## src/rtl/bwg_pkg.sv

```systemverilog
`timescale 1ns/1ps
// Package: shared widths, state encoding and configuration record for the
// bus wait-state generator. Assumes two-bit mode and wait-length fields.
package bwg_pkg;
    localparam int MODE_W = 2;
    localparam int WLEN_W = 2;
    localparam int CNT_W  = WLEN_W;

    typedef enum logic [1:0] {
        ST_IDLE = 2'd0,
        ST_BASE = 2'd1,
        ST_WAIT = 2'd2
    } bwg_state_e;

    typedef struct packed {
        logic [MODE_W-1:0] mode;
        logic [WLEN_W-1:0] wlen;
    } bwg_cfg_t;
endpackage

```

## src/rtl/bwg_cfg_latch.sv

```systemverilog
`timescale 1ns/1ps
// Configuration latch: captures mode and wait length when a cycle opens and
// holds them for the whole cycle. Decodes the extended-mode flag and the
// effective period length (a zero length code is treated as one).
// Assumes capture is only raised in idle.
module bwg_cfg_latch
    import bwg_pkg::*;
#(
    parameter logic [MODE_W-1:0] EXT_CODE = '1
) (
    input  logic             clk,
    input  logic             rst_n,
    input  logic             capture,
    input  bwg_cfg_t         cfg_in,
    output logic             ext_mode,
    output logic [CNT_W-1:0] period_len
);
    bwg_cfg_t cfg_q;

    // Hold the configuration seen at cycle start.
    always_ff @(posedge clk) begin
        if (!rst_n) begin
            cfg_q <= '0;
        end else if (capture) begin
            cfg_q <= cfg_in;
        end
    end

    // Decode the held configuration.
    always_comb begin
        ext_mode   = (cfg_q.mode == EXT_CODE);
        period_len = (cfg_q.wlen == '0) ? CNT_W'(1) : CNT_W'(cfg_q.wlen);
    end
endmodule

```

## src/rtl/bwg_period_ctr.sv

```systemverilog
`timescale 1ns/1ps
// Wait period counter: counts bus falls remaining in the current wait
// period and flags the fall that closes it. Assumes load and active come
// from the control FSM. A load takes priority over counting.
module bwg_period_ctr
    import bwg_pkg::*;
(
    input  logic             clk,
    input  logic             rst_n,
    input  logic             load,
    input  logic [CNT_W-1:0] len,
    input  logic             tick,
    input  logic             active,
    output logic             period_end
);
    logic [CNT_W-1:0] remain_q;

    // Reload on period entry, count down on each bus fall otherwise.
    always_ff @(posedge clk) begin
        if (!rst_n) begin
            remain_q <= '0;
        end else if (load) begin
            remain_q <= len;
        end else if (tick && remain_q != '0) begin
            remain_q <= remain_q - CNT_W'(1);
        end
    end

    // The closing fall of a period is the one seen with one fall left.
    assign period_end = active && tick && (remain_q == CNT_W'(1));
endmodule

```

## src/rtl/bwg_ctrl.sv

```systemverilog
`timescale 1ns/1ps
// Control FSM: opens a cycle on a start strobe and holds it through the base
// fall. In extended mode it then runs wait periods, adding one more each
// time ready is low on a closing fall. Drives registered stall and done.
// Assumes ext_mode is stable from the edge after capture.
module bwg_ctrl
    import bwg_pkg::*;
(
    input  logic clk,
    input  logic rst_n,
    input  logic start_req,
    input  logic bus_fall,
    input  logic rdy_n,
    input  logic ext_mode,
    input  logic period_end,
    output logic capture,
    output logic load,
    output logic in_wait,
    output logic stall,
    output logic done
);
    bwg_state_e state_q;

    // Derive the strobes seen by the latch and the counter.
    always_comb begin
        capture = (state_q == ST_IDLE) && start_req;
        in_wait = (state_q == ST_WAIT);
        load    = ((state_q == ST_BASE) && bus_fall && ext_mode) ||
                  (period_end && !rdy_n);
    end

    // Advance the cycle state and register the outputs.
    always_ff @(posedge clk) begin
        if (!rst_n) begin
            state_q <= ST_IDLE;
            stall   <= 1'b0;
            done    <= 1'b0;
        end else begin
            done <= 1'b0;
            unique case (state_q)
                ST_IDLE: begin
                    if (start_req) begin
                        state_q <= ST_BASE;
                        stall   <= 1'b1;
                    end
                end
                ST_BASE: begin
                    if (bus_fall) begin
                        if (ext_mode) begin
                            state_q <= ST_WAIT;
                        end else begin
                            state_q <= ST_IDLE;
                            stall   <= 1'b0;
                            done    <= 1'b1;
                        end
                    end
                end
                ST_WAIT: begin
                    if (period_end && rdy_n) begin
                        state_q <= ST_IDLE;
                        stall   <= 1'b0;
                        done    <= 1'b1;
                    end
                end
                default: begin
                    state_q <= ST_IDLE;
                    stall   <= 1'b0;
                end
            endcase
        end
    end
endmodule

```

## src/rtl/bus_wait_gen.sv

```systemverilog
`timescale 1ns/1ps
// Top: bus wait-state generator with ready extension. Bus clock falling
// edges arrive as the bus_fall strobe in the clk domain. Assumes rdy_n is
// already synchronised to clk.
module bus_wait_gen
    import bwg_pkg::*;
#(
    parameter logic [MODE_W-1:0] EXT_CODE = '1
) (
    input  logic              clk,
    input  logic              rst_n,
    input  logic              bus_fall,
    input  logic              cyc_rd_start,
    input  logic              cyc_wr_start,
    input  logic [MODE_W-1:0] cfg_mode,
    input  logic [WLEN_W-1:0] cfg_wlen,
    input  logic              rdy_n,
    output logic              stall,
    output logic              cyc_done
);
    logic             start_req;
    logic             capture;
    logic             load;
    logic             in_wait;
    logic             ext_mode;
    logic             period_end;
    logic [CNT_W-1:0] period_len;
    bwg_cfg_t         cfg_in;

    // Reads and writes share one timing path.
    always_comb begin
        start_req   = cyc_rd_start | cyc_wr_start;
        cfg_in.mode = cfg_mode;
        cfg_in.wlen = cfg_wlen;
    end

    bwg_cfg_latch #(.EXT_CODE(EXT_CODE)) u_cfg (
        .clk        (clk),
        .rst_n      (rst_n),
        .capture    (capture),
        .cfg_in     (cfg_in),
        .ext_mode   (ext_mode),
        .period_len (period_len)
    );

    bwg_period_ctr u_ctr (
        .clk        (clk),
        .rst_n      (rst_n),
        .load       (load),
        .len        (period_len),
        .tick       (bus_fall),
        .active     (in_wait),
        .period_end (period_end)
    );

    bwg_ctrl u_ctrl (
        .clk        (clk),
        .rst_n      (rst_n),
        .start_req  (start_req),
        .bus_fall   (bus_fall),
        .rdy_n      (rdy_n),
        .ext_mode   (ext_mode),
        .period_end (period_end),
        .capture    (capture),
        .load       (load),
        .in_wait    (in_wait),
        .stall      (stall),
        .done       (cyc_done)
    );
endmodule

```

## config.mk

```make
export PLATFORM = sky130hd
export DESIGN_NAME = bus_wait_gen
export DESIGN_NICKNAME = d
export VERILOG_FILES = /design/src/rtl/bwg_pkg.sv /design/src/rtl/bwg_cfg_latch.sv /design/src/rtl/bwg_period_ctr.sv /design/src/rtl/bwg_ctrl.sv /design/src/rtl/bus_wait_gen.sv
export SDC_FILE = /design/constraint.sdc
export NUM_CORES = 1
export LEC_CHECK = 0
export BUFFER_PORTS_ARGS = -buffer_cell sky130_fd_sc_hd__buf_2
export CORE_AREA = 2 2 39 41
export DETAILED_ROUTE_END_ITERATION = 7
export DIE_AREA = 0 0 41 43
export HOLD_SLACK_MARGIN = 0.02
export PLACE_DENSITY = 0.67
export REMOVE_ABC_BUFFERS = 1
export SLEW_MARGIN = 20
export SYNTH_ARGS = -nofsm -noshare
export SYNTH_HDL_FRONTEND = slang
export SYNTH_HIERARCHICAL = 1
export SYNTH_SLANG_ARGS = --single-unit
```

## constraint.sdc

```tcl
create_clock -name clk -period 1.7 [get_ports clk]
set_input_delay 0.085 -clock clk [delete_from_list [all_inputs] [get_ports clk]]
set_output_delay 0.085 -clock clk [all_outputs]
set_load 0.05 [all_outputs]
```

==> reports/qor.yml, run 1 <==
status: "finished, final reports clean"
ant_nets: 0
clock_path_buffers: 2
fin_nets: 96
ys_seq_area_share_pct: 33.5
fp.dieW_um: 41
place_inst: 91
power.internal_uw: 462
synthCells: 66
firstDrtPassIters: 4
io_pins: 12
ys_warn_count: 6
core_area_um2: 1380
period_share_pct: 93.6
layout_common_cells: "buf_2 (11), dfxtp_1 (9), inv_1 (6)"
critPathMaxFanout: 5
gp_congestion: 0.717
hold_path_class: "primary input to flop"
setup_viol: 0
seqPwrFrac_pct: 42.5
fin_cells: 95
grt_usage_pct: 14.9
grt_overflow: 0
ir_drop_mv: 0.403
ys.flop_type: "dfxtp_1"
grt_max_degree: 11
insertedDiodeCount: 0
crit_path_max_incr_delay_ps: 520
report.final.hold_viol_count: 0
wl_um: 992
synthesis.area_um2: 598
clock.fmax_mhz: 629
drive_gt1_share_pct: 27.8
drc: 0
max_cap_viol_count: 0
whs_ps: 75.9
dp_hpwl_um: 784
post-place-ws_ps: 46.8
drv_slew: 0
grt_pass1_wl_mm: 1.73
worst_pin_slew_ps: 375
rsz0062_at_grt: "false"
clk_pin_slew_ps: 70
htreeDepth: 1
num-fill-cells: 141
cp_num_buf_inv: 1
insertion_delay_ps: 260
critPathKind: "flop to flop"
fin_worst_skew_ps: 0.676
p_leak_nw: 0.314
required_ps: 1900
post-route-min-period_ps: 1590
cp_slowest_cell: "or4b_1"
cp_top_family: "simple AND/OR/NAND/NOR gates"
via_per_inst: 4.93
sw_frac_of_total_pct: 28.4
port_buffers: 11
cts.sinks: 10
cp-start-kind: "flop"
cp-end-kind: "flop"
ys_types: 27
tns_ps: 0
async_reset_ff_share_pct: 0
initial_core_util_pct: 43.2
area_delta_synth_final_pct: 18.2
utilization_pct: 51.1
clkPwrFrac_pct: 33.8
placementRows: 14
cts_tree: "done"
clock-root-buffer: "clkbuf_4"
p_switching_uw: 183
wl_per_cell_um: 10.4
arrival_ps: 1790
synth_edf_count: 0
drt_iter0_drc: 11
ys_ff_latch: 10
cts_post_setup_buffers_inserted: 0
die-area_um2: 1760
num_vias: 468
grt_pass1_vias: 427
power.density_nw_per_um2: 912
path_cells: "inv_2 > ha_2 > and3_2 > a21boi_2 > or4b_1 > a21oi_1"
avgSynthCellArea_um2: 9.06
worst_slack_ps: 109
die_y_um: 43
combPwrFrac_pct: 23.7
layout_commonest_cell: "buf_2"
maxSlewHeadroom_pct: 74.9
antenna_found_initial: 0
cts_buffers: 3
[routing by layer]
metal | GRT usage, % | routed length (um)
met5 | 0 | 0
met4 | 10.0 | 13
met3 | 4.71 | 70
met2 | 19.4 | 443
met1 | 20.1 | 465
[sequential cells by signal, indices dropped and copies added (netlist names)]
register,cells
u_cfg/cfg_q,4
u_ctr/remain_q,2
u_ctrl/state_q,2
u_ctrl/done,1
u_ctrl/stall,1
[cell families after synthesis]
family,Yosys count,synth area share (%)
AO/OA/AOI/OAI,12,13.0
XOR/XNOR,1,1.46
adder cells (fa/ha/maj),6,12.6
buffers and inverters,9,6.90
flip-flops,10,33.5
multiplexers,5,8.37
AND/OR/NAND/NOR,23,24.3
[power by group through the flow]
stage / Combinational [mW] / Clock (mW) / Sequential [mW]
after global routing: 0.172 / 0.237 / 0.279
after CTS: 0.152 / 0.228 / 0.274
final: 0.153 / 0.218 / 0.274
after detailed placement: 0.151 / 0 / 0.279
after floorplan: 0.100 / 0 / 0.292
after global placement: 0.149 / 0 / 0.278
[path summary, 6_finish.rpt]
check                          from                 to  slack [ps]  cells past startpoint
setup / recovery  u_ctrl/state_q[0]  u_ctrl/state_q[0]         110                      6
hold / removal          cfg_mode[0]     u_cfg/cfg_q[2]          80                      3
setup reg to reg  u_ctrl/state_q[0]  u_ctrl/state_q[0]         110                      6
hold reg to reg        u_ctrl/stall       u_ctrl/stall         460                      2
[worst min-delay path, stage by stage]
cell and delay (ps):
buf_2 70, mux2i_1 50, nor2b_1 100
[through the flow]
step | power, mW | cell area, um^2
2_1_floorplan | 0.392 | 583
3_3_place_gp | 0.428 | 658
3_5_place_dp | 0.430 | 658
4_1_cts | 0.654 | 694
5_1_grt | 0.688 | 707
6_report | 0.645 | 707
[what timing repair did]
item                       in CTS  in global routing
hold buffers                    0                  0
setup endpoints to repair       0                  3
resized for setup               0                  5
[final cells by class]
type                            count  area, um^2  area share [%]
Clock buffer                        4        36.3            5.13
Sequential cell                    10         201            28.5
Multi-Input combinational cell     47         368            52.0
Timing Repair Buffer               11        55.1            7.79
Inverter                            7        26.3            3.72
Tap cell                           16        20.0            2.83
[cells in the mapped netlist (all sizes together) (2+ instances only)]
library cell | count | area share [%]
mux2i | 5 | 8.4
nor2b | 6 | 7.5
o31ai | 2 | 2.5
nand2 | 5 | 3.1
a21boi | 2 | 2.5
dfxtp | 10 | 33
ha | 6 | 13
nand3 | 2 | 1.7
and3 | 2 | 2.3
o21ai | 3 | 2.5
and2 | 2 | 2.1
inv | 7 | 4.4
a21oi | 3 | 2.5
Power figures use the tool's default switching activity.
==> run 2: changes to the inputs <==
--- a/config.mk
+++ b/config.mk
@@ -5,7 +5,7 @@
 export SDC_FILE = /design/constraint.sdc
 export NUM_CORES = 1
 export LEC_CHECK = 0
-export BUFFER_PORTS_ARGS = -buffer_cell sky130_fd_sc_hd__buf_2
+export BUFFER_PORTS_ARGS = -buffer_cell sky130_fd_sc_hd__buf_4
 export CORE_AREA = 2 2 39 41
 export DETAILED_ROUTE_END_ITERATION = 7
 export DIE_AREA = 0 0 41 43
==> constraint.sdc (replaced) <==
create_clock -name clk -period 1.6 [get_ports clk]
set_input_delay 0.08 -clock clk [delete_from_list [all_inputs] [get_ports clk]]
set_output_delay 0.08 -clock clk [all_outputs]
set_load 0.05 [all_outputs]
==> run 2 against run 1 <==
Against the previous run:
- combinational power increased by 27%
- largest cell class unchanged
- maximum frequency rose by 4.1%
- highest routed layer unchanged
- global-route usage fell by 0.13 points
- critical path type unchanged
==> reports/qor.yml, run 2 (synthesis gave the netlist of run 1 again) <==
gp_congestion: 0.714  # was 0.717
grt_overflow: 0  # unchanged
antenna_found_initial: 0  # unchanged
grt_usage_pct: 14.7  # was 14.9%
place_inst: 94  # was 91
utilization_pct: 55.6  # was 51.1%
area_delta_synth_final_pct: 28.7  # was 18.2%
design_area_um2: 769  # was 707 um^2
maxSlewHeadroom_pct: 73.9  # was 74.9%
crit_path_max_incr_delay_ps: 460  # was 520 ps
cts_post_setup_buffers_inserted: 0  # unchanged
cp-end-kind: "flop"  # unchanged
cts_buffers: 3  # unchanged
post-route-min-period_ps: 1530  # was 1590 ps
post-place-ws_ps: -5.29  # was 46.8 ps
die_y_um: 43  # unchanged
cts.sinks: 10  # unchanged
io_pins: 12  # unchanged
wl_met1_um: 478  # was 465 um
highest-signal-layer: "met4"  # unchanged
drt_iter0_drc: 10  # was 11
wl_met2_um: 571  # was 443 um
p_total_uw: 655  # was 645 uW
clock_path_buffers: 2  # unchanged
reg2reg_setup_slack_ps: 70  # was 110 ps
clk_pin_slew_ps: 70  # about the same
cp-start-kind: "flop"  # unchanged
seqCellArea_um2: 204  # was 201 um^2
dp_hpwl_um: 806  # was 784 um
cp_slowest_cell: "or4b_1"  # unchanged
die-area_um2: 1760  # unchanged
whs_ps: 71.5  # was 75.9 ps
clock.fmax_mhz: 654  # was 629 MHz
ir_drop_mv: 0.493  # was 0.403 mV
period_share_pct: 95.6  # was 93.6%
fin_worst_skew_ps: 6.87  # was 0.676 ps
critPathLaunch: "u_ctrl/state_q[1]"  # was u_ctrl/state_q[0]
num-fill-cells: 133  # was 141
status: "finished, final reports clean"  # unchanged
drc: 0  # unchanged
r2r-start: "u_ctrl/state_q[1]"  # was u_ctrl/state_q[0]
hold_path_class: "primary input to flop"  # unchanged
htreeDepth: 1  # unchanged
p_leak_nw: 0.329  # was 0.314 nW
layout_common_cells: "buf_4 (14), dfxtp_1 (9), inv_1 (6)"  # was buf_2 (11), dfxtp_1 (9), inv_1 (6)
top_register: "u_cfg/cfg_q"  # unchanged
wl_per_cell_um: 11.7  # was 10.4 um
setup_viol: 0  # unchanged
insertedDiodeCount: 0  # unchanged
cp_top_family: "simple AND/OR/NAND/NOR gates"  # unchanged
grt_max_degree: 11  # unchanged
ant_nets: 0  # unchanged
core_area_um2: 1380  # unchanged
num_vias: 515  # was 468
max_cap_viol_count: 0  # unchanged
critPathMaxFanout: 5  # unchanged
worst_slack_ps: 71.2  # was 109 ps
placed_area_um2: 708  # was 658 um^2
wl_mm: 1.13  # was 992 um
fin_cells: 97  # was 95
report.final.hold_viol_count: 0  # unchanged
layout_commonest_cell: "buf_4"  # was buf_2
routed-wl-met3_um: 67  # was 70 um
power.density_nw_per_um2: 851  # was 912 nW/um^2
crit_path_end: "u_ctrl/state_q[0]"  # unchanged
arrival_ps: 1730  # was 1790 ps
tns_ps: 0  # unchanged
drv_slew: 0  # unchanged
fp.dieW_um: 41  # unchanged
via_per_inst: 5.31  # was 4.93
worst_pin_slew_ps: 391  # was 375 ps
largest_reg_flops: 4  # unchanged
reg2reg_depth: 5  # was 6
critPathKind: "flop to flop"  # unchanged
cp_num_buf_inv: 1  # unchanged
path_cells: "inv_1 > ha_2 > and2b_2 > or4b_1 > a21oi_1"  # was inv_2 > ha_2 > and3_2 > a21boi_2 > or4b_1 > a21oi_1
fin_nets: 99  # was 96
insertion_delay_ps: 260  # about the same
initial_core_util_pct: 43.2  # unchanged
drive_gt1_share_pct: 34.6  # was 27.8%
multiInputGateArea_um2: 392  # was 368 um^2
grt_pass1_wl_mm: 1.75  # was 1.73 mm
clock-root-buffer: "clkbuf_4"  # unchanged
crit_cells: 5  # was 6
firstDrtPassIters: 4  # unchanged
worst_r2r_endpoint: "u_ctrl/state_q[0]"  # unchanged
placementRows: 14  # unchanged
required_ps: 1800  # was 1900 ps
grt_pass1_vias: 453  # was 427
cts_tree: "done"  # unchanged
top_regs: "u_cfg/cfg_q x4, u_ctr/remain_q x2, u_ctrl/state_q x2"  # unchanged
port_buffers: 11  # unchanged
run 2: layer usage:
| layer | global-route usage, % | up-vias |
|---|---|---|
| met5 | 0 | - |
| met4 | 10.0 | 0 |
| met3 | 3.14 | 2 |
| met2 | 22.5 | 17 |
| met1 | 17.4 | 242 |
| li1 | - | 254 |
run 2: worst min-delay path, delay by kind of cell:
family | cells | cell delay, ps
multiplexers | 1 | 50
AND/OR/NAND/NOR | 1 | 90
buffers and inverters | 1 | 80
run 2: report_power, final:
group	total [mW]	internal [mW]	switching (mW)	leakage (nW)
combinational	0.194	0.0972	0.0972	0.233
sequential	0.287	0.273	0.0140	0.0830
clock	0.173	0.0868	0.0860	0.0138
total	0.655	0.457	0.197	0.329
run 2: cell type report:
class | count | share of cell area (%)
repair buffers | 14 | 13.7
inverters | 7 | 3.41
flip-flops and latches | 10 | 26.5
well taps | 16 | 2.60
clock buffers | 3 | 2.93
multi-input cells | 47 | 50.9
run 2: worst min path at each step:
| stage | from | endpoint | slack [ps] | cells after the start |
|---|---|---|---|---|
| 2_1_floorplan | rst_n | u_cfg/cfg_q[0] | 210 | 1 |
| 3_3_place_gp | cfg_wlen[1] | u_cfg/cfg_q[1] | 340 | 3 |
| 3_5_place_dp | cfg_wlen[0] | u_cfg/cfg_q[0] | 340 | 3 |
| 4_1_cts | cfg_wlen[0] | u_cfg/cfg_q[0] | 70 | 3 |
| 5_1_grt | cfg_wlen[1] | u_cfg/cfg_q[1] | 80 | 3 |
| 6_report | cfg_mode[1] | u_cfg/cfg_q[3] | 70 | 3 |
run 2: repair_timing:
action / in CTS / in global routing
pin swaps: 0 / 1
hold buffers: 0 / 0
resized for setup: 1 / 11
endpoints found under the setup margin: 1 / 4
